[src/rtl/ild_pkg.sv]
package ild_pkg;

  // Largest specifier: index prefix + base byte + 8-byte immediate.
  localparam int SPEC_MAX = 10;

  typedef enum logic [3:0] {
    AM_IDX    = 4'h4,
    AM_REG    = 4'h5,
    AM_REGDEF = 4'h6,
    AM_AUTODEC = 4'h7,
    AM_AUTOINC = 4'h8,
    AM_AINCDEF = 4'h9
  } addr_mode_e;

  localparam logic [3:0] PC_REG = 4'hF;

  // Operand size code to byte count.
  function automatic logic [3:0] size_bytes(input logic [1:0] sz);
    return 4'd1 << sz;
  endfunction

  // Bytes that trail a base specifier byte.
  function automatic logic [3:0] tail_bytes(input logic [3:0] mode,
                                            input logic [3:0] rn,
                                            input logic [1:0] sz);
    logic [3:0] t;
    case (mode)
      AM_AUTOINC:  t = (rn == PC_REG) ? size_bytes(sz) : 4'd0;
      AM_AINCDEF:  t = (rn == PC_REG) ? 4'd4 : 4'd0;
      4'hA, 4'hB:  t = 4'd1;
      4'hC, 4'hD:  t = 4'd2;
      4'hE, 4'hF:  t = 4'd4;
      default:     t = 4'd0;
    endcase
    return t;
  endfunction

  // A base behind an index prefix must address memory: modes 6 and up.
  function automatic logic index_base_ok(input logic [3:0] mode);
    return mode >= AM_REGDEF;
  endfunction

endpackage

[src/rtl/ild_byte_pick.sv]
module ild_byte_pick #(
  parameter int WIN_BYTES = 16,
  parameter int IDX_W     = 7
) (
  input  logic [WIN_BYTES*8-1:0] win_i,
  input  logic [IDX_W-1:0]       idx_i,
  output logic [7:0]             byte_o
);
  // Positions past the window read as zero.
  always_comb begin
    byte_o = 8'h00;
    for (int i = 0; i < WIN_BYTES; i++) begin
      if (idx_i == IDX_W'(i)) byte_o = win_i[i*8 +: 8];
    end
  end
endmodule

[src/rtl/ild_spec_decode.sv]
module ild_spec_decode
  import ild_pkg::*;
(
  input  logic [7:0] lead_i,
  input  logic [7:0] next_i,
  input  logic [1:0] size_i,
  output logic [4:0] span_o,
  output logic       indexed_o,
  output logic       bad_o
);
  logic [7:0] base_byte;
  logic [3:0] tail;

  always_comb begin
    indexed_o = (lead_i[7:4] == AM_IDX);
    base_byte = indexed_o ? next_i : lead_i;
    tail      = tail_bytes(base_byte[7:4], base_byte[3:0], size_i);
    span_o    = 5'(indexed_o) + 5'd1 + {1'b0, tail};
    bad_o     = indexed_o && !index_base_ok(base_byte[7:4]);
  end


  always_comb begin
    span_range_chk: assert (span_o >= 5'd1 && span_o <= 5'(SPEC_MAX));
  end


  always_comb begin
    index_span_chk: assert (!indexed_o || span_o >= 5'd2);
  end
endmodule

[src/rtl/ild_offset_table.sv]
module ild_offset_table #(
  parameter int SLOTS = 6,
  parameter int OFF_W = 6,
  parameter int IDX_W = 3
) (
  input  logic                   clk,
  input  logic                   rst_n,
  input  logic                   clr_i,
  input  logic                   wr_en_i,
  input  logic [IDX_W-1:0]       wr_idx_i,
  input  logic [OFF_W-1:0]       wr_val_i,
  output logic [SLOTS*OFF_W-1:0] offs_o
);
  for (genvar g = 0; g < SLOTS; g++) begin : g_slot
    logic [OFF_W-1:0] val_q;
    always_ff @(posedge clk) begin
      if (!rst_n || clr_i) val_q <= '0;
      else if (wr_en_i && wr_idx_i == IDX_W'(g)) val_q <= wr_val_i;
    end
    assign offs_o[g*OFF_W +: OFF_W] = val_q;

    if (g > 0) begin : g_order

      offs_rising_chk: assert property (@(posedge clk) disable iff (!rst_n)
        (wr_en_i && !clr_i && wr_idx_i == IDX_W'(g))
          |-> (wr_val_i > offs_o[(g-1)*OFF_W +: OFF_W]));
    end
  end
endmodule

[src/rtl/ild_len_decoder.sv]
module ild_len_decoder
  import ild_pkg::*;
#(
  parameter int WIN_BYTES = 16,
  parameter int MAX_OPS   = 6,
  parameter int CNT_W     = 3,
  parameter int LEN_W     = $clog2(1 + MAX_OPS*SPEC_MAX + 1)
) (
  input  logic                     clk,
  input  logic                     rst_n,
  input  logic                     win_valid_i,
  input  logic [WIN_BYTES*8-1:0]   win_bytes_i,
  input  logic [CNT_W-1:0]         opnd_cnt_i,
  input  logic [1:0]               opnd_size_i,
  output logic                     done_o,
  output logic                     illegal_o,
  output logic [LEN_W-1:0]         length_o,
  output logic [MAX_OPS*LEN_W-1:0] spec_offs_o
);
  // Cursor wide enough for the largest count the port can carry.
  localparam int CUR_W = $clog2(1 + ((1 << CNT_W) - 1)*SPEC_MAX + 1);
  localparam logic [CUR_W-1:0] WIN_LIM = CUR_W'(WIN_BYTES);
  localparam logic [CNT_W-1:0] OPS_LIM = CNT_W'(MAX_OPS);

  logic                   busy_q;
  logic [WIN_BYTES*8-1:0] win_q;
  logic [CNT_W-1:0]       cnt_q;
  logic [CNT_W-1:0]       idx_q;
  logic [1:0]             size_q;
  logic [CUR_W-1:0]       cur_q;
  logic                   bad_q;
  logic                   done_q;
  logic                   ill_q;
  logic [LEN_W-1:0]       len_q;

  // Named internal events
  logic             accept;
  logic             have_spec;
  logic             finish;
  logic             slot_wr;
  logic [7:0]       lead_byte;
  logic [7:0]       next_byte;
  logic [4:0]       span;
  logic             spec_indexed;
  logic             spec_bad;
  logic [CUR_W-1:0] cur_next;
  logic             bad_next;
  logic             final_bad;

  assign accept    = win_valid_i && !busy_q;
  assign have_spec = busy_q && (cnt_q != '0);
  assign finish    = busy_q && ((cnt_q == '0) || (idx_q == cnt_q - 1'b1));
  assign slot_wr   = have_spec && (idx_q < OPS_LIM);

  ild_byte_pick #(.WIN_BYTES(WIN_BYTES), .IDX_W(CUR_W)) u_pick_lead (
    .win_i (win_q),
    .idx_i (cur_q),
    .byte_o(lead_byte)
  );

  ild_byte_pick #(.WIN_BYTES(WIN_BYTES), .IDX_W(CUR_W)) u_pick_next (
    .win_i (win_q),
    .idx_i (cur_q + 1'b1),
    .byte_o(next_byte)
  );

  ild_spec_decode u_spec (
    .lead_i   (lead_byte),
    .next_i   (next_byte),
    .size_i   (size_q),
    .span_o   (span),
    .indexed_o(spec_indexed),
    .bad_o    (spec_bad)
  );

  ild_offset_table #(.SLOTS(MAX_OPS), .OFF_W(LEN_W), .IDX_W(CNT_W)) u_offs (
    .clk     (clk),
    .rst_n   (rst_n),
    .clr_i   (accept),
    .wr_en_i (slot_wr),
    .wr_idx_i(idx_q),
    .wr_val_i(cur_q[LEN_W-1:0]),
    .offs_o  (spec_offs_o)
  );

  always_comb begin
    cur_next  = cur_q + (have_spec ? CUR_W'(span) : '0);
    bad_next  = bad_q | (have_spec & spec_bad);
    final_bad = bad_next | (cur_next > WIN_LIM) | (cnt_q > OPS_LIM);
  end

  always_ff @(posedge clk) begin
    if (!rst_n) begin
      busy_q <= 1'b0;
      win_q  <= '0;
      cnt_q  <= '0;
      idx_q  <= '0;
      size_q <= '0;
      cur_q  <= '0;
      bad_q  <= 1'b0;
      done_q <= 1'b0;
      ill_q  <= 1'b0;
      len_q  <= '0;
    end else begin
      done_q <= finish;
      if (accept) begin
        busy_q <= 1'b1;
        win_q  <= win_bytes_i;
        cnt_q  <= opnd_cnt_i;
        size_q <= opnd_size_i;
        idx_q  <= '0;
        cur_q  <= CUR_W'(1);
        bad_q  <= 1'b0;
      end else if (busy_q) begin
        cur_q <= cur_next;
        idx_q <= idx_q + 1'b1;
        bad_q <= bad_next;
        if (finish) begin
          busy_q <= 1'b0;
          ill_q  <= final_bad;
          len_q  <= final_bad ? '0 : cur_next[LEN_W-1:0];
        end
      end
    end
  end

  assign done_o    = done_q;
  assign illegal_o = ill_q;
  assign length_o  = len_q;


  done_pulse_chk: assert property (@(posedge clk) disable iff (!rst_n)
    done_o |=> !done_o);


  done_after_busy_chk: assert property (@(posedge clk) disable iff (!rst_n)
    done_o |-> $past(busy_q));


  cnt_hold_chk: assert property (@(posedge clk) disable iff (!rst_n)
    (busy_q && $past(busy_q)) |-> ($stable(cnt_q) && $stable(size_q) && $stable(win_q)));


  legal_len_chk: assert property (@(posedge clk) disable iff (!rst_n)
    (done_o && !illegal_o)
      |-> (int'(length_o) > int'(cnt_q) && int'(length_o) <= WIN_BYTES));
endmodule

[config.mk]
export PLATFORM = sky130hd
export DESIGN_NAME = ild_len_decoder
export DESIGN_NICKNAME = d
export VERILOG_FILES = /design/src/rtl/ild_pkg.sv /design/src/rtl/ild_byte_pick.sv /design/src/rtl/ild_spec_decode.sv /design/src/rtl/ild_offset_table.sv /design/src/rtl/ild_len_decoder.sv
export SDC_FILE = /design/constraint.sdc
export NUM_CORES = 1
export LEC_CHECK = 0
export ABC_AREA = 1
export BUFFER_PORTS_ARGS = -buffer_cell sky130_fd_sc_hd__buf_4
export CELL_PAD_IN_SITES_DETAIL_PLACEMENT = 0
export CELL_PAD_IN_SITES_GLOBAL_PLACEMENT = 1
export CORE_MARGIN = 2
export CORE_UTILIZATION = 40
export DETAILED_ROUTE_END_ITERATION = 10
export PLACE_DENSITY = 0.79
export SLEW_MARGIN = 40
export SYNTH_ARGS = -nofsm -noshare
export SYNTH_HDL_FRONTEND = slang
export SYNTH_SLANG_ARGS = --single-unit
[constraint.sdc]
create_clock -name clk -period 9.6 [get_ports clk]
set_clock_uncertainty 0.1 [all_clocks]
set_input_delay 1.92 -clock clk [delete_from_list [all_inputs] [get_ports clk]]
set_output_delay 1.92 -clock clk [all_outputs]
set_load 0.01 [all_outputs]
# [After elaboration in Yosys (flattened, before gate mapping)]
# Index checks and enable logic that the tools add are counted.
[classes] shifts=1 eq_ne=46 n_lt_le_gt_ge=4 n_bitwise=6 n_addsub=6 mux=43 n_reduce_logical=27
[op_table] operator="$mux 8" count=33
[op_table] operator="$eq 7x4->1 const B" count=16
[op_table] operator="$eq 7x3->1 const B" count=8
[op_table] operator="$eq 4x4->1 const B" count=9
[op_table] operator="$eq 7x2->1 const B" count=4
[op_table] operator="$pmux 4 s5" count=1
[op_table] operator="$eq 7x1->1 const B" count=2
[op_table] operator="$logic_not 7->1" count=2
[op_table] operator="$logic_and 1x1->1" count=11
[op_table] operator="$reduce_or 2->1" count=4
[op_table] operator="$add 7x1->7 const B" count=1
[op_table] operator="$add 7x5->7" count=1
[op_table] operator="$gt 7x5->1 const B" count=1
[op_table] operator="$eq 3x2->1 const B" count=2
[op_table] operator="$eq 3x3->1 const B" count=2
[op_table] operator="$logic_not 3->1" count=2
[op_table] operator="$mux 6" count=1
[op_table] operator="$add 5x4->5" count=1
[op_table] operator="$mux 1" count=5
[op_table] operator="$mux 5" count=1
[op_table] operator="$eq 4x3->1 const B" count=1
[op_table] operator="$ge 4x3->1 const B" count=1
[op_table] operator="$mux 4" count=1
[op_table] operator="$shl 1x2->4 const A" count=1
[op_table] operator="other kinds (16)" count=22
[word_totals] regBits=189

# [Depth between registers and ports, before layout]
# Gate-level depths: netlist of the first run.
[logic_depth] word_depth=29 depth_mapped=46 mapped_depth_nobuf=45

# [Cells and area by module]
# From an unflattened synthesis of the first run, not the netlist that was laid out.
[unflattened] cells_unflattened=1661 area_unflattened_um2=10372.4
[modules_own_cells] mod="ild_len_decoder" n_inst=1 seq_area_each_um2=3062.9 cells_each=786 area_each_um2=5944.5
[modules_own_cells] mod="ild_byte_pick" n_inst=2 seq_area_each_um2=0.0 cells_each=295 area_each_um2=1295.0
[modules_own_cells] mod="ild_offset_table" n_inst=1 seq_area_each_um2=720.7 cells_each=218 area_each_um2=1498.9
[modules_own_cells] mod="ild_spec_decode" n_inst=1 seq_area_each_um2=0.0 cells_each=67 area_each_um2=339.1

# [Worst setup path before layout of the first run]
# Ideal clock, no wire load.
[synth_timing] path_type="reg-to-reg" from="register cur_q[4]" to="register ill_q (netlist: illegal_o)" period_less_slack_ns=4.862 slack_ns=4.738 path_buffers=2 path_stages_with_launch=34 t_arrival_ns=4.646 cell_sequence="dfxtp_1 > inv_2 > nand2_2 > nor2_4 > buf_6 > nand2_1 > buf_2 > or2_0 > nand2_1 > nand2_1 > nand2_1 > nand4_2 > nor2_8 > nand3_1 > nand2_2 > nand2_1 > nor2_2 > nand3_1 > nand2_1 > ha_1 > inv_1 > fa_1 > nor2_1 > inv_1 > fa_1 > o21ai_0 > nand2_1 > a21oi_1 > xor2_1 > o2111ai_1 > nor2_1 > nand3_2 > o211ai_1 > inv_1"
[synth_between] elab_chain_cells=28 elab_cells_between_ends=94 cone_classes="4 x add/sub; 2 x order compare; 40 x eq/ne; 37 x mux; 4 x bitwise; 7 x reduce/logical"
[synth_rtl] element="start: declaration" line_no="ild_len_decoder.sv:30" rtl="logic [CUR_W-1:0] cur_q;"
[synth_rtl] element="start signal: assignment" line_no="ild_len_decoder.sv:115" rtl="cur_q <= cur_next;"
[synth_rtl] element="$add 7x1->7 or $logic_not 7->1 (tied branches)" line_no="ild_len_decoder.sv:63, ild_byte_pick.sv:13"
[synth_rtl] element="$logic_not 7->1 or $mux 8 (tied branches)" line_no="ild_byte_pick.sv:13" rtl="if (idx_i == IDX_W'(i)) byte_o = win_i[i*8 +: 8];"
[synth_rtl] element="$mux 8 (15 in series)" line_no="ild_byte_pick.sv:13"
[synth_rtl] element="$mux 8 or $eq 4x3->1 (tied branches)" line_no="ild_byte_pick.sv:13, ild_spec_decode.sv:15"
[synth_rtl] element="$mux 8" line_no="ild_spec_decode.sv:16" rtl="base_byte = indexed_o ? next_i : lead_i;"
[synth_rtl] element="$eq 4x4->1 (on tied branches)" line_no="ild_pkg.sv:28, ild_pkg.sv:29, ild_pkg.sv:27"
[synth_rtl] element="$mux 4, or another cell as far along" line_no="ild_pkg.sv:28" rtl="AM_AUTOINC: t = (rn == PC_REG) ? size_bytes(sz) : 4'd0;"
[synth_rtl] element="$pmux 4 s5" line_no="ild_pkg.sv:27" rtl="case (mode)"
[synth_rtl] element="$add 5x4->5" line_no="ild_spec_decode.sv:18" rtl="span_o = 5'(indexed_o) + 5'd1 + {1'b0, tail};"
[synth_rtl] element="$mux 5" line_no="ild_len_decoder.sv:87" rtl="cur_next = cur_q + (have_spec ? CUR_W'(span) : '0);"
[synth_rtl] element="$add 7x5->7" line_no="ild_len_decoder.sv:87"
[synth_rtl] element="$gt 7x5->1" line_no="ild_len_decoder.sv:89" rtl="final_bad = bad_next | (cur_next > WIN_LIM) | (cnt_q > OPS_LIM);"
[synth_rtl] element="$or 1x1->1 (*) (2 in series)" line_no="ild_len_decoder.sv:89"
[synth_rtl] element="end signal: assignment" line_no="ild_len_decoder.sv:120" rtl="ill_q <= final_bad;"
[synth_rtl] element="end: declaration" line_no="ild_len_decoder.sv:33" rtl="logic ill_q;"
# Mark *: on every way between the ends. The rest lies on a longest branch, timed or not.
# A chain may end at the register's enable or synchronous reset.

# [Worst setup path after layout of the first run]
[layout_timing] from="register cur_q[4]" to="register len_q[1] (netlist: length_o[1])"
[layout_between] elab_chain_cells=29 elab_cells_between_ends=95 cone_classes="4 x add/sub; 2 x order compare; 40 x eq/ne; 38 x mux; 4 x bitwise; 7 x reduce/logical"
[layout_rtl] element="$add 7x1->7 or $logic_not 7->1 (tied branches)" line_no="ild_len_decoder.sv:63, ild_byte_pick.sv:13"
[layout_rtl] element="$logic_not 7->1 or $mux 8 (tied branches)" line_no="ild_byte_pick.sv:13"
[layout_rtl] element="$mux 8 (15 in series)" line_no="ild_byte_pick.sv:13"
[layout_rtl] element="$mux 8 or $eq 4x3->1 (tied branches)" line_no="ild_byte_pick.sv:13, ild_spec_decode.sv:15"
[layout_rtl] element="$mux 8" line_no="ild_spec_decode.sv:16"
[layout_rtl] element="$eq 4x4->1 (on tied branches)" line_no="ild_pkg.sv:28, ild_pkg.sv:29, ild_pkg.sv:27"
[layout_rtl] element="$mux 4, or another cell as far along" line_no="ild_pkg.sv:28"
[layout_rtl] element="$pmux 4 s5" line_no="ild_pkg.sv:27"
[layout_rtl] element="$add 5x4->5" line_no="ild_spec_decode.sv:18"
[layout_rtl] element="$mux 5" line_no="ild_len_decoder.sv:87"
[layout_rtl] element="$add 7x5->7" line_no="ild_len_decoder.sv:87"
[layout_rtl] element="$gt 7x5->1" line_no="ild_len_decoder.sv:89"
[layout_rtl] element="$or 1x1->1 (2 in series)" line_no="ild_len_decoder.sv:89"
[layout_rtl] element="$mux 6 (*)" line_no="ild_len_decoder.sv:121" rtl="len_q <= final_bad ? '0 : cur_next[LEN_W-1:0];"
[layout_rtl] element="end signal: assignment" line_no="ild_len_decoder.sv:121"
[layout_rtl] element="end: declaration" line_no="ild_len_decoder.sv:34" rtl="logic [LEN_W-1:0] len_q;"
# Marked as above.

==> summary.md, run 1 <==
| Metric | Value |
|---|---|
| GRT overflow | 0 |
| Layout cells sized above 1 | ~17% |
| Syn nets | between 1500 and 2000 |
| GRT Overall Usage | 21.6% |
| Arr. time, crit path | 6.22 ns |
| Worst-skew pair later-pin latency | between 0.4 and 0.5 ns |
| Initial antenna violation count | 0 |
| Slew Limit Fails | 0 |
| HP Class | reg -> reg |
| Post-synthesis cell count | between 1000 and 1500 |
| Vias in the first global route | about 8700 |
| Synthesized cell area | 0.00971 mm² |
| Predominant post-synthesis flop cell | dfxtp_1 |
| Switching share of total power | 31.3% |
| Num rows | 57 |
| WP depth | 35 |
| Fmax | between 150 and 200 MHz |
| Hold buffers post-CTS | 0 |
| Setup slack at placement | 3.66 ns |
| HPWL Detailed | roughly 21000 µm |
| Fillcell total | ~2500 |
| Pwr dens | between 150 and 200 mW/mm² |
| Core box area | ~0.024 mm² |
| CP top delay family | simple AND/OR/NAND/NOR gates |
| Most used cell along the critical path | nand2_1 |
| Worst path required time | 9.89 ns |
| CTS H-Tree Depth | 4 |
| Final hold vios | 0 |
| PortBufs | 179 |
| Fin area | 0.0119 mm² |
| Routed wire per std cell | about 14 µm |
| CTS tree | done |
| Total Wirelength | about 28000 µm |
| Hold path depth | 2 |
| Clock sink count | 189 |
| Synth warnings | 0 |
| Vias/cell | ~4.8 |
| Most frequent cells in the layout | nand2_1 (331), nor2_1 (247), o21ai_0 (198) |
| Final min period | 5.93 ns |
| Vias | approximately 9500 |
| Slowest CP cell | fa_1 |
| Boundary pin count | 180 |
| Worst VDD drop | 82.9 µV |
| Die Ht | 160 µm |
| Register area share after synthesis | slightly below 40% |
| Ant. Diodes | 0 |
| CTS buffer count | 17 |
| Ys async rst share | 0% |
| TritonRoute pass-1 iters | 5 |
| Internal | roughly 1.4 mW |
| Global-route wire length before repair | 44900 µm |
| Post-synth EDFFs | 0 |
| CP max FO | 17 |
| Post-route DRC | 0 |
| Critical Path Sink Type | flop |
| Post-detailed-route count of antenna-violating nets | 0 |
| Synthesis-to-layout area growth | 22.1% |
| Flop pwr share | 44.3% |
| Post_cts resized | 0 |
| Commonest non-fill, non-tap cell in the layout | nand2_1 |
| Initial core utilization | roughly two fifths |
| Synthesized flop and latch total | around 190 |
| WHS | between 0.3 and 0.4 ns |
| Clock network fraction of design power | between 30% and 40% |
| DP Area | around 0.011 mm² |
| Max clock buf depth | 2 |
| Die X | about 160 µm |
| Setup_tns | 0 ns |
| Setup violators final | 0 |
| GP Congestion | 0.896 |
| Final nets | ~1800 |
| Leak Pwr | 5.35 nW |
| Outcome | finished clean |
| Final worst slack | between 3 and 4 ns |
| Tightest Pin Transition | 0.791 ns |
| DIE AREA | approximately 0.026 mm² |
| Rel. slew slack | between 40% and 50% |
| Initial DRC Count | between 600 and 700 |
| Total Power | between 1.5 and 2 mW |
| Avg Inst Size Synth | 6.54 µm² |
| Worst r2r path cells | 35 |
| Clk Tree Root Cell | clkbuf_16 |
| WS Path Type | reg -> reg |
| Largest net degree at the start of global routing | 94 |
| Yosys cell types | 47 |
| Fin crit share | 61.8% |
| Clock transition at the registers of the reported paths | ~0.080 ns |
| Post-CTS setup buffer count | 0 |
| Comb pwr share | between 15 and 20% |
| CP Launch Type | flop |
| Critical Path Max Stage Delay | 0.42 ns |
| Buf/Inv on CP | 4 |
| P_sw | 622 µW |
| Max cap viols | 0 |
| RSZ-0062 raised after global routing | no |
path summary, 6_finish.rpt:
path,from,to,slack [ns]
setup / recovery,cur_q[4],length_o[1],3.67
hold / removal,length_o[5],length_o[5],0.35
hold reg to reg,length_o[5],length_o[5],0.35
setup reg to reg,cur_q[4],length_o[1],3.67
through the flow:
stage / instances / utilization [%]
floorplan: 1485 / -
global placement: 1920 / 46.5
detailed placement: 1920 / 46.6
CTS: 1952 / 49.1
global route: 1952 / 49.2
finish: 1952 / 49.2
worst register-to-register path, delay by kind of cell (launching register included):
kind | cells | cell delay (ns)
DFF | 1 | 0.33
adders and majority gates | 3 | 0.99
AOI/OAI and AO/OA | 4 | 0.87
buffers and inverters | 4 | 0.60
xor gates and xnor gates | 1 | 0.22
and+or+nand+nor | 23 | 2.76
power by group through the flow:
stage	registers, mW	clock network (mW)	logic [mW]
3_3_place_gp	0.899	0	0.359
4_1_cts	0.881	0.761	0.363
5_1_grt	0.888	0.796	0.409
3_5_place_dp	0.899	0	0.361
6_report	0.881	0.749	0.360
2_1_floorplan	0.885	0	0.241
registers in the layout, summed over array words and instances, names as in the netlist, 2 cells and up:
register             flops
length_o                 6
win_q                  128
size_q                   2
u_offs.g_slot.val_q     36
idx_q                    3
cnt_q                    3
cur_q                    7
cell usage after synthesis (2+ instances only):
cell type,instances,share of area [%]
clkbuf_1,62,2.4
fa_1,2,0.41
buf_4,2,0.15
nor3_1,8,0.41
nand3_2,4,0.41
a21oi_1,121,6.2
or2_2,12,0.77
nor2_1,247,9.5
o21bai_1,3,0.23
buf_2,10,0.52
o21a_1,2,0.15
inv_2,9,0.35
nand4_1,19,1.2
nand2_2,7,0.45
nand3b_1,3,0.23
or2_0,2,0.13
nand2_1,332,13
inv_1,135,5.2
or2_1,2,0.13
nor3_4,2,0.34
xor2_1,6,0.54
nand3_1,56,2.9
ha_1,15,1.9
nand2_4,3,0.35
o21ai_0,198,10
nor2_4,2,0.23
o211ai_1,2,0.15
clkinv_1,2,0.077
dfxtp_1,189,39
o21ai_1,7,0.36
nor2_2,5,0.32
metal layers:
metal | wire length [µm] | track usage (%) | vias up
met1 | 13900 | 30.5 | 4220
met3 | 1110 | 3.38 | 24
li1 | - | - | 4998
met4 | 309 | 4.87 | 0
met5 | 0 | 0 | -
met2 | 12500 | 34.8 | 210
layout make-up:
type,count,area (µm²),area share [%]
multi-input combinational,1074,5090,42.9
clock buffer,17,425,3.59
clock inverter,15,199,1.68
inverter,147,554,4.67
timing repair buffer,186,1400,11.8
sequential,189,3780,31.9
tap,324,405,3.42
kinds of logic after synthesis:
| kind of cell | Yosys count | share of synthesized area [%] |
|---|---|---|
| AND/OR/NAND/NOR | 708 | 31.0 |
| XOR/XNOR | 7 | 0.631 |
| flip-flops | 189 | 39.0 |
| adder cells (fa/ha/maj) | 17 | 2.35 |
| other | 1 | 0.0386 |
| AO/OA/AOI/OAI | 341 | 18.1 |
| buffers and inverters | 222 | 8.89 |
No activity file was read; power rests on OpenSTA's default activity.
==> inputs of run 2 (changes only) <==
CORE_UTILIZATION = 35   (was 40)
PLACE_DENSITY = 0.73   (was 0.79)
clock period = 5.45 ns   (was 9.6 ns; I/O delays follow)
==> run 2 against run 1 <==
  * Routed wire length up 12%
  * Power is 83% higher
  * Final cell count increased by 7.0%
  * Cell area increased by 9.1%
  * Global-route usage fell by 0.44 points
  * Sequential power is 76% higher
  * Hold slack better by 0.0029 ns
  * First-iteration DRC count is 5.1% lower
  * Via count increased by 6.5%
  * Core utilization down 1.5 points
  * Die area up 14%
  * Largest power group unchanged
==> summary.md, run 2 (synthesis gave the netlist of run 1 again) <==
| Metric | Value |
|---|---|
| WP depth | 40 |
| Core box area | 0.0271 mm² |
| Slowest CP cell | dfxtp_4 |
| Biggest regs | win_q: 128 flops, u_offs.g_slot.val_q: 36 flops, cur_q: 7 flops |
| Setup violators final | 0 |
| Final nets | about 1900 |
| Commonest non-fill, non-tap cell in the layout | nand2_1 |
| Total Power | roughly 3.6 mW |
| Clock transition at the registers of the reported paths | about 0.08 ns |
| DP Area | around 0.012 mm² |
| Clk Tree Root Cell | clkbuf_16 |
| Rel. slew slack | 52.7% |
| CTS tree | done |
| Num rows | 60 |
| WS Path Type | reg -> reg |
| Pwr dens | between 200 and 300 mW/mm² |
| Most frequent cells in the layout | nand2_1 (309), buf_4 (257), nor2_1 (231) |
| Synthesis-to-layout area growth | 33.2% |
| CP max FO | 6 |
| Routed wire per std cell | 14.9 µm |
| Die X | 171 µm |
| Boundary pin count | 180 |
| PortBufs | 179 |
| Flop2flop setup slack | between 0.1 and 0.15 ns |
| Worst-skew pair later-pin latency | about 0.44 ns |
| Max cap viols | 0 |
| Hold buffers post-CTS | 0 |
| Fmax | approximately 190 MHz |
| Largest register FFs | 128 |
| CP top delay family | simple AND/OR/NAND/NOR gates |
| Vias | slightly above 10000 |
| Clock sink count | around 190 |
| CP Launch Type | flop |
| CTS buffer count | 17 |
| Critical Path Sink Type | flop |
| RR Startpoint | cur_q[5] |
| Layout cells sized above 1 | between 20% and 30% |
| Final min period | approximately 5.3 ns |
| Worst r2r path cells | 40 |
| Post-detailed-route count of antenna-violating nets | 0 |
| HP Class | reg -> reg |
| Top reg by flops | win_q |
| Tightest Pin Transition | just over 0.7 ns |
| DIE AREA | about 0.029 mm² |
| Worst path required time | 5.72 ns |
| Worst Setup SP | cur_q[5] |
| RSZ-0062 raised after global routing | yes |
| Largest net degree at the start of global routing | 113 |
| CTS H-Tree Depth | 4 |
| Fin area | approximately 0.013 mm² |
| Final Util | ~48% |
| TritonRoute pass-1 iters | 5 |
| Setup slack at placement | -0.0280 ns |
| Final hold vios | 0 |
| Ant. Diodes | 0 |
| Reg2reg end | length_o[2] |
| Leak Pwr | about 5.8 nW |
| Setup_tns | 0 ns |
| Arr. time, crit path | 5.61 ns |
| CP endpoint | length_o[2] |
| Global-route wire length before repair | 48700 µm |
| Initial DRC Count | 617 |
| Worst VDD drop | 182 µV |
| Initial core utilization | between 30% and 40% |
| GRT Overall Usage | between 20% and 30% |
| Die Ht | 171 µm |
| Vias in the first global route | 9459 |
| Buf/Inv on CP | 7 |
| HPWL Detailed | ~23000 µm |
| Critical Path Max Stage Delay | roughly 0.37 ns |
| Max clock buf depth | 2 |
| Final worst slack | 0.116 ns |
| GRT overflow | 0 |
| Fin crit share | 97.9% |
| Total Wirelength | ~31000 µm |
| Most used cell along the critical path | nand2_1 |
| Post-route DRC | 0 |
| Slew Limit Fails | 0 |
| Vias/cell | 4.82 |
| GP Congestion | approximately 0.92 |
| Initial antenna violation count | 0 |
| Outcome | finished clean |
[run 2: changes by cell type in the layout (fill, tap and decap cells not counted), moves of 10 or more]
cell / previous run / this run
buf_6: 1 / 12
nor2_1: 247 / 231
buf_4: 185 / 257
nor2_2: 5 / 15
nand2_2: 7 / 24
nand2_1: 331 / 309
[run 2: layer usage]
metal  routed length [µm]  vias to the layer above  part of all wire (%)  global-route usage (%)
met2                13900                      244                    45                    33.2
met5                    0                        -                     0                       0
met3                 1340                       41                   4.3                    3.08
met1                15200                     4574                    49                    30.0
met4                  613                        0                   2.0                    6.43
li1                     -                     5207                     -                       -
[run 2: tightest hold or removal path, stage by stage (launching register included)]
cell,delay (ns)
dfxtp_1,0.32
nand2_1,0.06
nor2_1,0.03
[run 2: timing repair]
item / CTS / global route
resized for setup: 4 / 105
setup buffers: 0 / 26
endpoints found under the setup margin: 2 / 8
pin swaps: 0 / 37
cloned: 0 / 3
[run 2: how the worst min path moves through the flow]
stage,from,end,cells past startpoint
2_1_floorplan,win_q[107],win_q[107],2
3_3_place_gp,length_o[5],length_o[5],2
3_5_place_dp,length_o[5],length_o[5],2
4_1_cts,length_o[5],length_o[5],2
5_1_grt,length_o[5],length_o[5],2
6_report,length_o[5],length_o[5],2
[run 2: power breakdown]
| group | switching (mW) | internal (mW) | leakage [nW] |
|---|---|---|---|
| clock | 0.615 | 0.676 | 0.293 |
| sequential | 0.0753 | 1.48 | 1.56 |
| combinational | 0.466 | 0.324 | 3.98 |
| total | 1.16 | 2.48 | 5.83 |
[run 2: metrics by stage]
step | instances | hold slack [ns]
floorplan | 1485 | 0.339
global placement | 2028 | 0.332
detailed placement | 2028 | 0.337
CTS | 2060 | 0.353
global route | 2089 | 0.378
finish | 2089 | 0.351
[run 2: layout make-up]
type,count,area (µm²)
clock buffers,19,453
clock inverters,13,149
fillers,2827,14200
inverters,147,559
multi-input cells,1076,5380
flip-flops and latches,189,3800
well taps,372,465
repair buffers,273,2130
==> inputs of run 3 (changes only) <==
ABC_AREA = unset   (was 1)
CORE_UTILIZATION = 37   (was 35)
==> run 3 against run 2 <==
  * The flow now finishes with violations (negative setup slack)
  * Register-to-register slack lost 0.35 ns
  * Cell area is 17% higher
  * Flip-flop and latch count stayed put
  * Power increased by 1.1%
  * Routed wire length up 50%
  * Highest routed layer unchanged
==> summary.md, run 3 <==
| Metric | Value |
|---|---|
| Outcome | finished, violations left |
| Failing checks | negative setup slack |
| Post-synth EDFFs | 0 |
| GRT overflow | 0 |
| Post-route DRC | 0 |
| Max clock buf depth | 2 |
| Ant. Diodes | 0 |
| Flop2flop setup slack | -0.23 ns |
| DIE AREA | slightly below 0.03 mm² |
| Core box area | 0.0279 mm² |
| Global-route wire length before repair | roughly 70000 µm |
| CTS buffer count | 17 |
| GP Congestion | 1.03 |
| Routed wire per std cell | between 20 and 25 µm |
| Final min period | roughly 5.7 ns |
| TritonRoute pass-1 iters | 6 |
| WS Path Type | reg -> reg |
| Setup_tns | -1.26 ns |
| Pwr dens | around 240 mW/mm² |
| Fin crit share | 104% |
| Avg Inst Size Synth | approximately 7.5 µm² |
| Initial core utilization | between 30% and 40% |
| Predominant post-synthesis flop cell | dfxtp_1 |
| GRT Overall Usage | 30.4% |
| RR Startpoint | cur_q[1] |
| Clock transition at the registers of the reported paths | roughly 0.08 ns |
| Largest register FFs | around 130 |
| Die Ht | ~170 µm |
| Most frequent cells in the layout | buf_4 (400), nand2_1 (354), a21oi_1 (197) |
| Max cap viols | 0 |
| Clk Tree Root Cell | clkbuf_16 |
| Synthesized flop and latch total | 189 |
| Tightest Pin Transition | roughly 0.69 ns |
| CP max FO | 8 |
| Worst r2r path cells | 27 |
| Critical Path Sink Type | flop |
| Vias in the first global route | about 12000 |
| Setup violators final | 6 |
| Post-synthesis cell count | ~1400 |
| Hold path depth | 2 |
| RSZ-0062 raised after global routing | yes |
| Worst-skew pair later-pin latency | between 0.4 and 0.5 ns |
| Boundary pin count | between 150 and 200 |
| HP Class | reg -> reg |
| Largest net degree at the start of global routing | 77 |
| HPWL Detailed | about 36000 µm |
| Die X | 173 µm |
| Commonest non-fill, non-tap cell in the layout | buf_4 |
| Initial DRC Count | 1206 |
| Total Wirelength | 46500 µm |
| Layout cells sized above 1 | ~33% |
| Register area share after synthesis | a little over a third |
| Biggest regs | win_q: 128 flops, u_offs.g_slot.val_q: 36 flops, cur_q: 7 flops |
| Syn nets | between 1500 and 2000 |
| CTS H-Tree Depth | 4 |
| CTS tree | done |
| Reg2reg end | illegal_o |
| Final hold vios | 0 |
| Final nets | between 1500 and 2000 |
| Leak Pwr | just over 6 nW |
| Most frequent cell after synthesis | nand2_1 |
| Synth warnings | 0 |
| Final worst slack | -0.232 ns |
| Initial antenna violation count | 0 |
| PortBufs | between 150 and 200 |
| Num rows | 61 |
| Highest routed layer | met4 |
| Top post-synthesis cells by area | dfxtp_1 (36%), nand2_1 (13%), a21oi_1 (9.8%) |
| Vias/cell | around 5.6 |
| Met3 wire len | approximately 3300 µm |
| Top reg by flops | win_q |
| Yosys cell types | 85 |
| Total Power | 3.68 mW |
| Metal1 wirelength | 20600 µm |
| Routed met2 length | 20900 µm |
| Worst VDD drop | ~190 µV |
| Fmax | ~180 MHz |
| Clock sink count | between 150 and 200 |
| Arr. time, crit path | approximately 5.9 ns |
| Hold endpoint | win_q[122] |
| Fillcell total | approximately 2800 |
| Vias | 12000 |
| Hold path start | win_q[122] |
| Slew Limit Fails | 0 |
| Hold buffers post-CTS | 0 |
| Rel. slew slack | 54.2% |
| Post-synth top area cell | dfxtp_1 |
| Area share of the leading cell type in the synthesized netlist | roughly 36% |
| Synthesized cell area | between 0.01 and 0.015 mm² |
| Top cells by count, synth | nand2_1 (357), a21oi_1 (206), dfxtp_1 (189) |
| Worst path required time | 5.66 ns |
| Synthesis-to-layout area growth | 43.2% |
| CP Launch Type | flop |
| Post-detailed-route count of antenna-violating nets | 0 |
| Ys async rst share | 0% |
[run 3: cell types whose count changed after synthesis, moves of 12 or more]
cell and change:
o211ai_1 +13, nand2_1 +25, nor2b_1 +12, nor2_1 -173, o22ai_1 +14, a22oi_1 +12
inv_1 -109, a21oi_1 +85, mux2i_1 +33, nand4_1 -13, o21ai_0 -167, nand2b_1 +13
[run 3: what timing repair did]
action,4_1_cts,5_1_grt
endpoints found under the setup margin,10,10
pin swaps,44,17
cloned,1,0
setup buffers,15,8
resized for setup,95,44
[run 3: cell type report]
class                   count  area [µm²]  share of cell area [%]
well taps                 378         473                    3.13
multi-input cells        1073        6600                    43.7
clock inverters            15         169                    1.12
clock buffers              17         425                    2.82
flip-flops and latches    189        3800                    25.2
inverters                  28         108                   0.713
repair buffers            438        3520                    23.3
[run 3: how the worst max path moves through the flow]
stage	from	to	slack [ns]	cells after the start
2_1_floorplan	cur_q[3]	length_o[0]	0.02	26
3_3_place_gp	cur_q[1]	length_o[1]	-0.63	28
3_5_place_dp	cur_q[1]	length_o[0]	-0.58	28
4_1_cts	cur_q[6]	illegal_o	-0.13	25
5_1_grt	cur_q[2]	illegal_o	-0.49	28
6_report	cur_q[1]	illegal_o	-0.23	27
[run 3: stage by stage]
step                hold slack, ns  util, %  instance area, µm²  cells  setup slack [ns]
detailed placement           0.342     49.2               13700   2082            -0.585
global route                 0.380     54.0               15100   2138            -0.494
finish                       0.354     54.0               15100   2138            -0.232
floorplan                    0.332        -               10500   1404            0.0154
CTS                          0.353     53.0               14800   2128            -0.134
global placement             0.338     49.2               13700   2082            -0.626
[run 3: where the power goes]
group          total, mW  switching (mW)  internal [mW]  leakage (nW)
Combinational      0.862           0.467          0.394          4.23
Sequential          1.53          0.0815           1.45          1.55
Clock               1.28           0.663          0.620         0.289
Total               3.68            1.21           2.46          6.07
[run 3: critical path: stages (launching register included)]
cell and delay [ns]:
dfxtp_4 0.48, buf_6 0.15, nor2b_1 0.04, buf_4 0.14, buf_4 0.13, a222oi_1 0.43
nand3b_1 0.17, a31oi_1 0.14, a311o_1 0.33, buf_4 0.18, a41o_1 0.22, nor2_2 0.18
o2111ai_2 0.14, o21a_1 0.21, fa_2 0.40, nand2b_4 0.18, o41ai_4 0.37, a221oi_2 0.06
nand3_2 0.10, ha_4 0.22, a21oi_2 0.15, o21ai_0 0.12, a21oi_1 0.22, xor2_1 0.16
nand4_1 0.18, buf_4 0.18, nor2_1 0.08, nor3_1 0.06
[run 3: cells by family (layout without fill, tap and decap cells)]
family	count (synthesis)	after routing	share of synthesized area, %
adders and majority gates	17	17	2.16
other	1	1	0.0356
buffers and inverters	142	498	5.93
muxes	47	47	5.06
xor gates and xnor gates	12	12	0.998
AOI/OAI and AO/OA	416	416	25.4
and+or+nand+nor	580	580	24.5
DFF	189	189	35.9
[run 3: metal layers]
layer  vias to the layer above  GRT usage, %
li1                       5678             -
met4                         0          11.5
met2                       554          48.2
met3                       110          5.58
met5                         -             0
met1                      5631          41.1
